===== src/rtl/dacld_pkg.sv =====
package dacld_pkg;
  typedef enum logic [1:0] {
    SEL_A_LO = 2'b00,
    SEL_A_HI = 2'b01,
    SEL_B_LO = 2'b10,
    SEL_B_HI = 2'b11
  } dacld_sel_e;
endpackage


===== src/rtl/dacld_strobe_edge.sv =====
module dacld_strobe_edge #(
  parameter int N = 2
) (
  input  logic         clk,
  input  logic         clr_n,
  input  logic [N-1:0] level,
  output logic [N-1:0] rise
);
  logic [N-1:0] level_q;

  always_ff @(posedge clk or negedge clr_n) begin
    if (!clr_n) level_q <= '0;
    else        level_q <= level;
  end

  assign rise = level & ~level_q;
endmodule


===== src/rtl/dacld_hold_reg.sv =====
module dacld_hold_reg #(
  parameter int CODE_W = 12,
  parameter int BUS_W  = 8
) (
  input  logic              clk,
  input  logic              clr_n,
  input  logic              load,
  input  logic              sel_hi,
  input  logic [BUS_W-1:0]  bus,
  output logic [CODE_W-1:0] q,
  output logic [CODE_W-1:0] q_next
);
  localparam int HI_W = CODE_W - BUS_W;

  always_comb begin
    q_next = q;
    if (load) begin
      if (sel_hi) q_next[CODE_W-1:BUS_W] = bus[HI_W-1:0];
      else        q_next[BUS_W-1:0]      = bus;
    end
  end

  always_ff @(posedge clk or negedge clr_n) begin
    if (!clr_n) q <= '0;
    else        q <= q_next;
  end
endmodule


===== src/rtl/dacld_out_reg.sv =====
module dacld_out_reg #(
  parameter int CODE_W = 12
) (
  input  logic              clk,
  input  logic              clr_n,
  input  logic              xfer,
  input  logic [CODE_W-1:0] d,
  output logic [CODE_W-1:0] q
);
  always_ff @(posedge clk or negedge clr_n) begin
    if (!clr_n)    q <= '0;
    else if (xfer) q <= d;
  end
endmodule


===== src/rtl/dual_dac_loader.sv =====
module dual_dac_loader #(
  parameter int CODE_W = 12,
  parameter int BUS_W  = 8
) (
  input  logic              clk,
  input  logic              clr_n,
  input  logic              cs_n,
  input  logic              wr_n,
  input  logic              upd_n,
  input  logic [1:0]        addr,
  input  logic [BUS_W-1:0]  bus,
  output logic [CODE_W-1:0] dac_a,
  output logic [CODE_W-1:0] dac_b
);
  import dacld_pkg::*;

  localparam int NCH = 2;

  logic [1:0] cond, fire;
  logic load_fire, xfer_fire;
  logic [CODE_W-1:0] hold_q    [NCH];
  logic [CODE_W-1:0] hold_next [NCH];
  logic [CODE_W-1:0] out_q     [NCH];
  logic [CODE_W-1:0] hold_a_q, hold_b_q;

  assign cond[0] = !cs_n && !wr_n;
  assign cond[1] = !upd_n && !wr_n;

  dacld_strobe_edge #(.N(2)) u_edge (
    .clk(clk), .clr_n(clr_n), .level(cond), .rise(fire)
  );

  assign load_fire = fire[0];
  assign xfer_fire = fire[1];

  for (genvar ch = 0; ch < NCH; ch++) begin : g_ch
    logic ch_hit;
    assign ch_hit = load_fire && (addr[1] == ch[0]);

    dacld_hold_reg #(.CODE_W(CODE_W), .BUS_W(BUS_W)) u_hold (
      .clk(clk), .clr_n(clr_n), .load(ch_hit), .sel_hi(addr[0]),
      .bus(bus), .q(hold_q[ch]), .q_next(hold_next[ch])
    );

    dacld_out_reg #(.CODE_W(CODE_W)) u_out (
      .clk(clk), .clr_n(clr_n), .xfer(xfer_fire),
      .d(hold_next[ch]), .q(out_q[ch])
    );
  end

  assign dac_a    = out_q[0];
  assign dac_b    = out_q[1];
  assign hold_a_q = hold_q[0];
  assign hold_b_q = hold_q[1];
endmodule


===== config.mk =====
export PLATFORM = sky130hd
export DESIGN_NAME = dual_dac_loader
export DESIGN_NICKNAME = d
export VERILOG_FILES = /design/src/rtl/dacld_pkg.sv /design/src/rtl/dacld_strobe_edge.sv /design/src/rtl/dacld_hold_reg.sv /design/src/rtl/dacld_out_reg.sv /design/src/rtl/dual_dac_loader.sv
export SDC_FILE = /design/constraint.sdc
export NUM_CORES = 1
export LEC_CHECK = 0
export ABC_AREA = 1
export BUFFER_PORTS_ARGS = -buffer_cell sky130_fd_sc_hd__buf_2
export CORE_MARGIN = 2
export CORE_UTILIZATION = 30
export DETAILED_ROUTE_END_ITERATION = 6
export PLACE_DENSITY = 0.54
export SLEW_MARGIN = 15
export SYNTH_ARGS = -nofsm -noshare
export SYNTH_HDL_FRONTEND = slang
export SYNTH_SLANG_ARGS = --single-unit

===== constraint.sdc =====
create_clock -name clk -period 1.53 [get_ports clk]
set_input_delay 0.0765 -clock clk [delete_from_list [all_inputs] [get_ports clk]]
set_output_delay 0.0765 -clock clk [all_outputs]
set_load 0.005 [all_outputs]

==> metrics.md <==
| Metric | Value |
|---|---|
| Setup crit start kind | input port |
| Die area | 8948 um2 |
| RSZ-0062 raised after global routing | no |
| Leakage Power | 1.664 nW |
| Slew Limit Headroom | 70.84% |
| Number of fillers in the final layout | 910 |
| Status | finished, final reports clean |
| Diode count | 0 |
| GPL Wtd Cong | 0.7968 |
| Vias in the first global route | 1,865 |
| WHS | 11.18 ps |
| Final Instance Area | roughly 2900 um2 |
| Post-synth EDFFs | 0 |
| Max-slew violation count | 0 |
| Initial Utilization | 30.43% |
| Final std cells w/o fill | 480 |
| Final Hold Fails | 0 |
| Tmin final | 1246 ps |
| Routed WL per cell | 10.97 um |
| # rows | 33 |
| Worst hold stages | 2 |
| Main synth FF type | dfrtp_1 |
| Logic pwr share | approximately 25% |
| Area leader, netlist | dfrtp_1 |
| Final ANT Viol Nets | 0 |
| Hpwl dp | 3664 um |
| Total core area | 8093 um2 |
| Post-Syn Area | about 2500 um2 |
| Gate Count Post-Synth | 329 |
| Design internal power | 2.289 mW |
| TritonCTS Buffers | 5 |
| Final setup TNS | 0 ps |
| Switching pwr | 979.1 uW |
| Largest net degree at the start of global routing | 37 |
| Die H | 94.60 um |
| Placed inst area | 2795 um2 |
| Clock power share | 22.2% |
| Switch share | 29.95% |
| Initial antenna violation count | 0 |
| Synth unique cells | 14 |
| Setup slack, reg-to-reg | 390 ps |
| Most common cell in the netlist | nand2_1 |
| Starting DRT DRC Count | 80 |
| Core Util, Final | 35.85% |
| Most instantiated cells after synthesis | nand2_1 (116), inv_1 (54), dfrtp_1 (50) |
| Fraction of registers with async set/reset | between 90% and 100% |
| Final nets | 390 |
| First-pass GRT wire length | 9011 um |
| R2R Path End | g_ch[1].u_hold.q[2] |
| Max-cap violations | 0 |
| #FFs+latches synth | 50 |
| Share of the synthesized area in the top cell type | 50.81% |
| Worst hold endpoint | u_edge.level_q[1] |
| Grt ovf | 0 |
| Top post-synthesis cells by area | dfrtp_1 (51%), nand2_1 (18%), inv_1 (8.2%) |
| Mapped Avg Cell Area | 7.484 um2 |
| Sequential share of the synthesized area | 50.81% |
| FMAX | 802.4 MHz |
| Pwr Density | between 1000 and 1500 nW/um2 |
| Reg2reg path depth | 6 |
| Final setup fails | 0 |
| H-tree depth | 2 |
| # DRC | 0 |
| DIE WIDTH | between 90 and 100 um |
| Met1 wire length | 2643 um |
| Sequential Power Share | between 50% and 60% |
| Root Buffer | clkbuf_8 |
| Final period utilization | approximately four fifths |
| Crit path max fanout | 7 |
| Max Clock Skew | 2.333 ps |
| Met3 wire length | 174 um |
| VDD IR max | 357.8 uV |
| Placed insts | 470 |
| Detail-routed via count per cell | 4.125 |
| Yosys warnings | 0 |
| Clock transition at path regs | 90 ps |
| Top Metal Used | met4 |
| First drt pass iteration count | 6 |
| Total clock sinks | 50 |
| Layout cells sized above 1 | between 15 and 20% |
| Worst path required time | 1720 ps |
| Slew of the pin with the lowest slew margin | 436.7 ps |
| Crit path kind | in -> reg |
| Syn nets | 344 |
| Via Count | 1,980 |
| WL met2 | roughly 2400 um |
| Clock Latency Late Sink | 290 ps |
| WP data arrival | around 1400 ps |
| Critical path capture point type | flip-flop |
| Max Buffers Root-to-Sink | 2 |
| Routed Wire Length | between 5000 and 6000 um |
| IO Pins | 39 |
| Layout area overhead | 17.84% |
| Min-delay worst type | in -> reg |
| CTS tree | done |
| Gates resized, CTS repair | 0 |
| Hold Startpoint | wr_n |
| I/O Buffers | 38 |
| Reg-to-reg critical path startpoint | u_edge.level_q[0] |
| Gr usage total | 12.95% |
state kept, by name, summed over array words and instances (netlist names):
register        count
u_edge.level_q      2
g_ch.u_out.q       24
g_ch.u_hold.q      24
worst max-delay path: stages:
cell           delay (ps)
dlygate4sd3_1         530
buf_2                 130
nor2_4                120
nand2_2                80
nor2_2                120
buf_4                 170
nand2_1                80
and2_1                140
routing by layer:
| layer | up-vias | track usage [%] |
|---|---|---|
| met5 | - | 0 |
| met4 | 0 | 3.261 |
| met3 | 6 | 2.474 |
| met2 | 34 | 20.95 |
| met1 | 892 | 17.93 |
| li1 | 1048 | - |
logic make-up after synthesis:
logic type | after synthesis | synth area share (%)
and+or+nand+nor | 212 | 37.20
buffers and inverters | 67 | 11.99
DFF | 50 | 50.81
layout make-up:
type                            count  area, um2  area share [%]
Clock buffer                        7      76.32           2.630
Inverter                           55      206.4           7.115
Multi-Input combinational cell    212      915.9           31.57
Sequential cell                    50       1251           43.12
Tap cell                          105      131.4           4.528
Timing Repair Buffer               51      320.3           11.04
cell usage in the layout (no fill, tap or decap):
master and count:
nand2_1 116, nor2_4 1, dfrtp_1 50, nor3_4 1, and2_1 24, buf_2 38
clkbuf_8 5, nand2_2 1, buf_4 8, clkbuf_1 2, nand3_1 26, nor2_2 2
nor2_1 41, inv_1 54, buf_12 2, dlygate4sd3_1 3, inv_2 1
through the flow:
stage	power, mW	worst slack [ps]
5_1_grt	3.540	159.3
2_1_floorplan	2.270	467.4
4_1_cts	3.326	262.7
3_3_place_gp	2.559	405.8
6_report	3.269	283.7
3_5_place_dp	2.578	374.9
repair_timing:
action,in CTS,in global routing
buffers inserted,0,0
hold buffers,3,0
endpoints found under the hold margin,18,0
worst max path at each step:
stage	startpoint	slack, ps	depth (start not counted)	end
3_5_place_dp	u_edge.level_q[0]	370	7	g_ch[1].u_out.q[10]
2_1_floorplan	u_edge.level_q[1]	470	5	g_ch[0].u_out.q[10]
3_3_place_gp	u_edge.level_q[0]	410	7	g_ch[1].u_out.q[10]
5_1_grt	cs_n	160	9	g_ch[1].u_out.q[10]
6_report	cs_n	280	8	g_ch[1].u_hold.q[2]
4_1_cts	cs_n	260	9	g_ch[1].u_out.q[10]
power by group through the flow:
stage          logic, mW  clock network [mW]  registers (mW)
6_report           0.819               0.725            1.73
5_1_grt            0.964               0.809            1.77
4_1_cts            0.838               0.757            1.73
3_5_place_dp       0.822                   0            1.76
3_3_place_gp       0.807                   0            1.75
2_1_floorplan      0.519                   0            1.75
No activity file was read; power rests on OpenSTA's default activity.
